[config.mk]
export PLATFORM = sky130hd
export DESIGN_NAME = rx_ring_sel
export DESIGN_NICKNAME = d
export VERILOG_FILES = /design/src/rtl/rx_ring_pkg.sv /design/src/rtl/rx_ring_class.sv /design/src/rtl/rx_ring_head.sv /design/src/rtl/rx_ring_irq.sv /design/src/rtl/rx_ring_sel.sv
export SDC_FILE = /design/constraint.sdc
export NUM_CORES = 1
export LEC_CHECK = 0
export BUFFER_PORTS_ARGS = -buffer_cell sky130_fd_sc_hd__buf_2
export CAP_MARGIN = 10
export CELL_PAD_IN_SITES_DETAIL_PLACEMENT = 1
export CELL_PAD_IN_SITES_GLOBAL_PLACEMENT = 1
export CORE_MARGIN = 2
export CORE_UTILIZATION = 39
export DETAILED_ROUTE_END_ITERATION = 6
export PLACE_DENSITY = 0.76
export REMOVE_ABC_BUFFERS = 1
export SYNTH_ARGS = -nofsm -noshare
export SYNTH_HDL_FRONTEND = slang
export SYNTH_SLANG_ARGS = --single-unit
[constraint.sdc]
create_clock -name clk_i -period 3.75 [get_ports clk_i]
set_clock_uncertainty 0.15 [all_clocks]
set_input_delay 0.75 -clock clk_i [delete_from_list [all_inputs] [get_ports clk_i]]
set_output_delay 0.75 -clock clk_i [all_outputs]
set_load 0.02 [all_outputs]
[src/rtl/rx_ring_pkg.sv]
package rx_ring_pkg;
  localparam int NRING  = 4;
  localparam int RW     = 2;
  localparam int STAT_W = 2 * NRING + 1;
  localparam int OVS_B  = 2 * NRING;
  typedef logic [RW-1:0] ring_t;
endpackage

[src/rtl/rx_ring_class.sv]
module rx_ring_class
  import rx_ring_pkg::*;
#(
  parameter int LEN_W = 12,
  parameter logic [NRING-1:0][LEN_W-1:0] CAPS = '0
) (
  input  logic [LEN_W-1:0] len_i,
  output ring_t            ring_o,
  output logic             oversize_o,
  output logic             exact_o
);
  logic [NRING-1:0] fit;

  for (genvar g = 0; g < NRING; g++) begin : g_fit
    assign fit[g] = (len_i <= CAPS[g]);
  end

  always_comb begin
    ring_o = ring_t'(NRING - 1);
    for (int i = NRING - 1; i >= 0; i--) begin
      if (fit[i]) ring_o = ring_t'(i);
    end
  end

  assign oversize_o = ~fit[NRING-1];
  assign exact_o    = (len_i == CAPS[ring_o]);
endmodule

[src/rtl/rx_ring_head.sv]
module rx_ring_head #(
  parameter int IDX_W = 6
) (
  input  logic             clk_i,
  input  logic             rst_ni,
  input  logic             adv_i,
  input  logic [IDX_W-1:0] cnt_i,
  output logic [IDX_W-1:0] head_o
);
  logic [IDX_W-1:0] last;
  assign last = cnt_i - IDX_W'(1);

  always_ff @(posedge clk_i or negedge rst_ni) begin
    if (!rst_ni) head_o <= '0;
    else if (adv_i) head_o <= (head_o >= last) ? '0 : head_o + IDX_W'(1);
  end
endmodule

[src/rtl/rx_ring_irq.sv]
module rx_ring_irq #(
  parameter int W = 9
) (
  input  logic         clk_i,
  input  logic         rst_ni,
  input  logic [W-1:0] set_i,
  input  logic [W-1:0] clr_i,
  input  logic [W-1:0] en_i,
  output logic [W-1:0] stat_o,
  output logic         irq_o
);
  // set has priority over a simultaneous clear
  always_ff @(posedge clk_i or negedge rst_ni) begin
    if (!rst_ni) stat_o <= '0;
    else stat_o <= (stat_o & ~clr_i) | set_i;
  end

  assign irq_o = |(stat_o & en_i);
endmodule

[src/rtl/rx_ring_sel.sv]
module rx_ring_sel
  import rx_ring_pkg::*;
#(
  parameter int LEN_W = 12,
  parameter int IDX_W = 6,
  parameter int CAP0  = 64,
  parameter int CAP1  = 128,
  parameter int CAP2  = 256,
  parameter int CAP3  = 2048
) (
  input  logic                        clk_i,
  input  logic                        rst_ni,
  input  logic                        pkt_valid_i,
  input  logic [LEN_W-1:0]            pkt_len_i,
  output logic                        pkt_ready_o,
  input  logic [NRING-1:0][IDX_W-1:0] desc_cnt_i,
  output logic                        desc_req_o,
  output logic [RW-1:0]               desc_ring_o,
  output logic [IDX_W-1:0]            desc_idx_o,
  input  logic                        desc_hw_own_i,
  output logic                        wb_valid_o,
  input  logic                        wb_ready_i,
  output logic [RW-1:0]               wb_ring_o,
  output logic [IDX_W-1:0]            wb_idx_o,
  output logic [LEN_W-1:0]            wb_len_o,
  output logic [1:0]                  wb_status_o,
  input  logic [STAT_W-1:0]           irq_en_i,
  input  logic [STAT_W-1:0]           irq_clr_i,
  output logic [STAT_W-1:0]           irq_stat_o,
  output logic                        irq_o
);
  localparam logic [NRING-1:0][LEN_W-1:0] CAPS =
    {LEN_W'(CAP3), LEN_W'(CAP2), LEN_W'(CAP1), LEN_W'(CAP0)};

  ring_t                       cls_ring;
  logic                        cls_ovs, cls_exact;
  logic                        fire, take, miss, wb_done;
  logic [NRING-1:0]            adv;
  logic [NRING-1:0][IDX_W-1:0] head;
  logic [STAT_W-1:0]           set_v;

  rx_ring_class #(.LEN_W(LEN_W), .CAPS(CAPS)) class_i (
    .len_i      (pkt_len_i),
    .ring_o     (cls_ring),
    .oversize_o (cls_ovs),
    .exact_o    (cls_exact)
  );

  assign pkt_ready_o = ~wb_valid_o;
  assign fire        = pkt_valid_i & pkt_ready_o;
  assign desc_req_o  = fire & ~cls_ovs;
  assign desc_ring_o = cls_ring;
  assign desc_idx_o  = head[cls_ring];
  assign take        = desc_req_o & desc_hw_own_i;
  assign miss        = desc_req_o & ~desc_hw_own_i;
  assign wb_done     = wb_valid_o & wb_ready_i;

  for (genvar r = 0; r < NRING; r++) begin : g_ring
    assign adv[r] = take & (cls_ring == ring_t'(r));
    rx_ring_head #(.IDX_W(IDX_W)) head_i (
      .clk_i  (clk_i),
      .rst_ni (rst_ni),
      .adv_i  (adv[r]),
      .cnt_i  (desc_cnt_i[r]),
      .head_o (head[r])
    );
    assign set_v[r]         = wb_done & (wb_ring_o == ring_t'(r));
    assign set_v[NRING + r] = miss & (cls_ring == ring_t'(r));
  end
  assign set_v[OVS_B] = fire & cls_ovs;

  always_ff @(posedge clk_i or negedge rst_ni) begin
    if (!rst_ni) begin
      wb_valid_o  <= 1'b0;
      wb_ring_o   <= '0;
      wb_idx_o    <= '0;
      wb_len_o    <= '0;
      wb_status_o <= '0;
    end else if (take) begin
      wb_valid_o  <= 1'b1;
      wb_ring_o   <= cls_ring;
      wb_idx_o    <= head[cls_ring];
      wb_len_o    <= pkt_len_i;
      wb_status_o <= {cls_exact, 1'b1};
    end else if (wb_done) begin
      wb_valid_o  <= 1'b0;
    end
  end

  rx_ring_irq #(.W(STAT_W)) irq_i (
    .clk_i  (clk_i),
    .rst_ni (rst_ni),
    .set_i  (set_v),
    .clr_i  (irq_clr_i),
    .en_i   (irq_en_i),
    .stat_o (irq_stat_o),
    .irq_o  (irq_o)
  );
endmodule

## After elaboration in Yosys (flattened, before gate mapping)

Index checks and enable logic that the tools add are counted.

| word-level totals | value |
|---|---|
| flip-flop bits (word level) | 56 |
| output and inout bits | 43 |

| cells by class | value |
|---|---|
| add/sub/neg operators | 8 |
| magnitude comparators | 9 |
| equality and inequality tests | 7 |
| multiplexer cells | 13 |
| bitwise logic cells | 25 |
| reduce and logical (&&, ||, !) cells | 4 |

Operators with widths:

| operator | number |
|---|---|
| 2-to-1 mux 6 bit | 5 |
| adder 6 x 1 -> 6 bit (second input constant) | 4 |
| binary-select mux 12 bit (select 2 bit) | 1 |
| >= comparator 6 bit | 4 |
| subtractor 6 x 1 -> 6 bit (second input constant) | 4 |
| AND 1 bit | 18 |
| AND 9 bit | 2 |
| binary-select mux 6 bit (select 2 bit) | 1 |
| equality test 12 bit | 1 |
| <= comparator 12 bit (second input constant) | 1 |
| <= comparator 12 x 7 -> 1 bit (second input constant) | 1 |
| <= comparator 12 x 8 -> 1 bit (second input constant) | 1 |
| <= comparator 12 x 9 -> 1 bit (second input constant) | 1 |
| 2-to-1 mux 12 bit | 1 |
| NOT 9 bit | 1 |
| bitwise OR 9 bit | 1 |
| OR reduction 9 bit | 1 |
| equality test 2 bit (second input constant) | 4 |
| equality test 2 x 1 -> 1 bit (second input constant) | 2 |
| logical NOT 2 bit | 2 |
| 2-to-1 mux 2 bit | 2 |
| less-than comparator 2 x 3 -> 1 bit (second input constant) | 1 |
| 2-to-1 mux 1 bit | 3 |
| NOT 1 bit | 3 |
| nonzero test 2 bit | 1 |

## Depth between registers and ports, before layout

| logic depth | value |
|---|---|
| depth in word-level cells | 7 |
| mapped depth | 11 |
| mapped depth without buffers | 11 |

## By module

A second synthesis with hierarchy kept.

| second synthesis, totals | value |
|---|---|
| cells, all modules | 360 |
| area, all modules | 3911.3 um^2 |

Modules (own cells, without submodules):

| module | times used | cells each | area an instance (um^2) |
|---|---|---|---|
| rx_ring_head | 4 | 57 | 564.3 |
| rx_ring_sel | 1 | 80 | 1159.9 |
| rx_ring_irq | 1 | 32 | 372.9 |
| rx_ring_class | 1 | 20 | 121.4 |

## Worst setup path after synthesis

No wires, ideal clock.

| timing path | value |
|---|---|
| kind | input -> output |
| start | input pkt_len_i[3] |
| end | output desc_idx_o[0] |
| data arrival time | 2.314 ns |
| required time | 2.850 ns |
| slack | 0.536 ns |
| cell stages on the path | 6 |
| path buffers | 0 |
| path through | or4_4 -> o311ai_2 -> a21oi_2 -> a221o_1 -> o21ai_0 -> o21ai_0 |

| on the way | value |
|---|---|
| longest elaborated chain between the ends | 6 |
| elaborated cells between the ends (all ways) | 8 |

RTL lines:

| what | line | RTL |
|---|---|---|
| from (decl) | rx_ring_sel.sv:14 | `input logic [LEN_W-1:0] pkt_len_i,` |
| <= comparator 12 x 9 -> 1 bit | rx_ring_class.sv:15 | `assign fit[g] = (len_i <= CAPS[g]);` |
| 2-to-1 mux 1 bit | rx_ring_class.sv:21 | `if (fit[i]) ring_o = ring_t'(i);` |
| 2-to-1 mux 2 bit | rx_ring_class.sv:21 |  |
| 2-to-1 mux 2 bit (*) | rx_ring_class.sv:21 |  |
| binary-select mux 6 bit (select 2 bit) (*) | rx_ring_sel.sv:53 | `assign desc_idx_o = head[cls_ring];` |
| 2-to-1 mux 6 bit (not written as such) (*) | rx_ring_sel.sv:53 |  |
| to (decl) | rx_ring_sel.sv:19 | `output logic [IDX_W-1:0] desc_idx_o,` |

Mark *: on every way between the ends. The rest lies on a longest branch, timed or not. The select of a mux whose other input is x is not followed.

## Worst setup path after layout

Ends and elaborated chain as after synthesis.

==> impl_metrics.tcl <==
set metrics [dict create \
    clk_latency_ns 0.32 \
    max-clock-path-buffers 2 \
    combPwrFrac_pct 31.0 \
    antenna_found_initial 0 \
    worstPathArrival_ns 2.70 \
    ant_nets 0 \
    vdd_drop_max_mv 0.2178 \
    place_congestion 0.8193 \
    htree_levels 2 \
    synthAdderAreaFrac_pct 10.26 \
    setup_tns_ns 0 \
    crit_type "input port to primary output" \
    seqCellArea_sq_um 1401 \
    ys_ff_latch 56 \
    fp.coreArea_sq_um 9729 \
    synth_edf_count 0 \
    outcome "finished clean" \
    hold_class "flip-flop to flip-flop" \
    p_seq_share_pct 46.6 \
    ios 102 \
    crit_required_ns 2.85 \
    vias_per_cell 5.452 \
    die-area_sq_um 10820 \
    rows 36 \
    synth_top_area_share_pct 35.92 \
    dr.pass1.iters 4 \
    critPathSlowestCell "or4_4" \
    start_util_pct 40.10 \
    p_per_area_nw_per_um2 340.0 \
    drv_cap 0 \
    synth.avg_cell_area_sq_um 8.555 \
    drt_iter0_drc 224 \
    yosysWarnings 0 \
    tightest_slew_ns 0.9616 \
    cp.buffers_inverters 2 \
    yosys.area_share.simple_pct 22.51 \
    cts_sinks 56 \
    timing.slew.headroom_pct 35.90 \
    async_flop_share_pct 100.0 \
    tritoncts "done" \
    ctsHoldBuffers 0 \
    final_nets 654 \
    grt_max_degree 43 \
    max_freq_mhz 278.1 \
    drv_slew 0 \
    place.port_buffers 101 \
    synthCells 456 \
    synth_area_sq_um 3901 \
    grt_overflow 0 \
    rsz0062_at_grt "no" \
    rrSetupSlack_ns 1.16 \
    synth_top_family_by_area "compound AO/OA/AOI/OAI gates" \
    period_minus_slack_ns 3.596 \
    synth.area.mux_share_pct 0.2886 \
    syn_to_final_growth_pct 20.30 \
    crit_fanout 8 \
    p_sw_uw 586.7 \
    drive_above_1_share_pct 24.82 \
    hpwl_microns 9082 \
    cts_buffers 5 \
    hold_violations 0 \
    start_kind "input port" \
    fillers 1240 \
    yosys.area.top_type "dfrtp_1" \
    die_y_microns 104.0 \
    die_w_microns 104.0 \
    path_clk_slew_ns 0.12 \
    grtUsageTotal_pct 21.31 \
    ys.flop_type "dfrtp_1" \
    grt_pass1_vias 3986 \
    antenna-diode-count 0 \
    worstSetupEndpointType "primary output" \
    post-cts-setup-buffers 0 \
    multi_input_area_sq_um 2335 \
    setup-violations-final 0 \
    swShare_pct 36.76 \
    fin_crit_sh_pct 95.90 \
    drt-total-wl_microns 11170 \
    detail_route.wl_per_cell_microns 16.03 \
    dr_total_vias 3800 \
    ys_seq_area_share_pct 35.92 \
    leakage_uw 0.002264 \
    grt_pass1_wl_microns 19270 \
    cp_top_family "compound AO/OA/AOI/OAI gates" \
    hold_ws_ns 0.3319 \
    synth_xor_area_share_pct 3.817 \
    synth.top_cells.by_area "dfrtp_1, ha_1, nand2_1" \
    clkPwrFrac_pct 22.4 \
    slowest_delay_ns 0.58 \
    p_int_uw 1009 \
    crit_top_cell "buf_2" \
    yosys.cell_types.count 53 \
    crit_chain "buf_2 -> or4_4 -> o311ai_2 -> a21oi_2 -> a221o_1 -> o21ai_0 -> o21ai_1 -> buf_2" \
    drc_errors 0 \
    synth-compound-area-share_pct 22.96 \
    cts-root-buf "clkbuf_8" \
]
-- per-layer routing --
layer | up-vias | global-route usage, % | wire length [microns]
li1 | 1844 | - | -
met1 | 1851 | 28.90 | 5251
met2 | 97 | 36.37 | 5264
met3 | 8 | 3.634 | 579
met4 | 0 | 3.378 | 80
met5 | - | 0 | 0
-- worst reg2reg max path: cells and delay by family, from the launching register on --
kind	cells	cell delay, ns
compound gates	3	0.93
simple gates	2	0.61
flops	1	0.46
fa+ha+maj	1	0.27
buf+inv	1	0.11
-- Yosys cell counts, types with 2 or more instances --
library cell,instances
a31o_2,2
xnor2_1,10
a21o_1,12
buf_2,2
o22ai_1,5
ha_1,32
o32a_1,5
o32ai_1,2
a21oi_2,2
nor3_1,11
o31ai_2,3
a22oi_1,2
o21ai_0,48
o31ai_1,6
and3_1,3
nor2_1,25
dfrtp_1,56
nand2_1,66
a2111oi_0,2
nor3b_1,2
inv_1,33
nand2b_1,12
or2_2,4
o211ai_1,2
nor4_1,2
or3_1,4
o21a_1,2
clkbuf_1,7
a31oi_1,5
a21oi_1,23
nor2_2,2
nor2b_1,8
nand3_1,21
xor2_1,7
a22o_1,9
nor4_4,2
-- metrics by stage --
stage               utilization, %  worst slack (ns)  power, uW  cell area, sq um  std cells
global placement             47.27            0.1705       1232              4599        689
detailed placement           47.27            0.1382       1255              4599        689
floorplan                        -            0.5364       1042              3860        446
finish                       48.24            0.1537       1596              4693        697
CTS                          48.24            0.1155       1613              4693        697
global route                 48.24           0.02040       1699              4693        697
-- cell type report --
cell class	count	area share, %
Clock buffer	5	1.466
Clock inverter	3	0.5332
Inverter	33	2.639
Multi-Input combinational cell	357	49.75
Sequential cell	56	29.86
Tap cell	133	3.546
Timing Repair Buffer	110	12.21
-- final timing paths --
kind	start	end	depth (start not counted)
max reg2reg	g_ring[3].head_i.head_o[0]$_DFFE_PN0P_	g_ring[3].head_i.head_o[4]$_DFFE_PN0P_	7
min in group asynchronous	rst_ni	wb_len_o[3]$_DFFE_PN0P_	1
min	wb_status_o[0]$_DFFE_PN0P_	wb_status_o[0]$_DFFE_PN0P_	1
min reg2reg	wb_status_o[0]$_DFFE_PN0P_	wb_status_o[0]$_DFFE_PN0P_	1
max	pkt_len_i[3]	desc_idx_o[0]	8
max in group asynchronous	rst_ni	g_ring[0].head_i.head_o[0]$_DFFE_PN0P_	2
-- state kept, by name, indices dropped and copies added (netlist names) --
signal and count:
wb_valid_o 1, wb_status_o 2, wb_ring_o 2, g_ring.head_i.head_o 24, irq_i.stat_o 9, wb_idx_o 6
wb_len_o 12
-- cells by family (layout without fill, tap and decap cells) --
group / count (synthesis) / in the layout
and+or+nand+nor: 171 / 171
AOI/OAI and AO/OA: 136 / 136
DFF: 56 / 56
buffers and inverters: 43 / 151
adders and majority gates: 32 / 32
muxes: 1 / 1
xor gates and xnor gates: 17 / 17
-- power groups by stage --
| stage | Combinational [uW] | Clock, uW | Sequential [uW] |
|---|---|---|---|
| 4_1_cts | 501 | 368 | 744 |
| 5_1_grt | 556 | 388 | 755 |
| 6_report | 495 | 357 | 744 |
| 3_5_place_dp | 498 | 0 | 757 |
| 3_3_place_gp | 478 | 0 | 754 |
| 2_1_floorplan | 244 | 0 | 798 |
-- repair_timing --
| action | CTS | global route |
|---|---|---|
| endpoints found under the setup margin | 0 | 1 |
| endpoints found under the hold margin | 0 | 0 |
| resized for setup | 0 | 1 |
-- cell usage in the layout (no fill, tap or decap), drive strengths merged, types with 8 or more instances in the layout --
master,n
nor2b,8
nor2,27
o21ai,48
a21o,12
a21oi,25
xnor2,10
a22o,9
buf,110
ha,32
nand2,67
dfrtp,56
nor3,11
nand3,21
o31ai,9
nand2b,12
inv,35
Power figures use the tool's default switching activity.
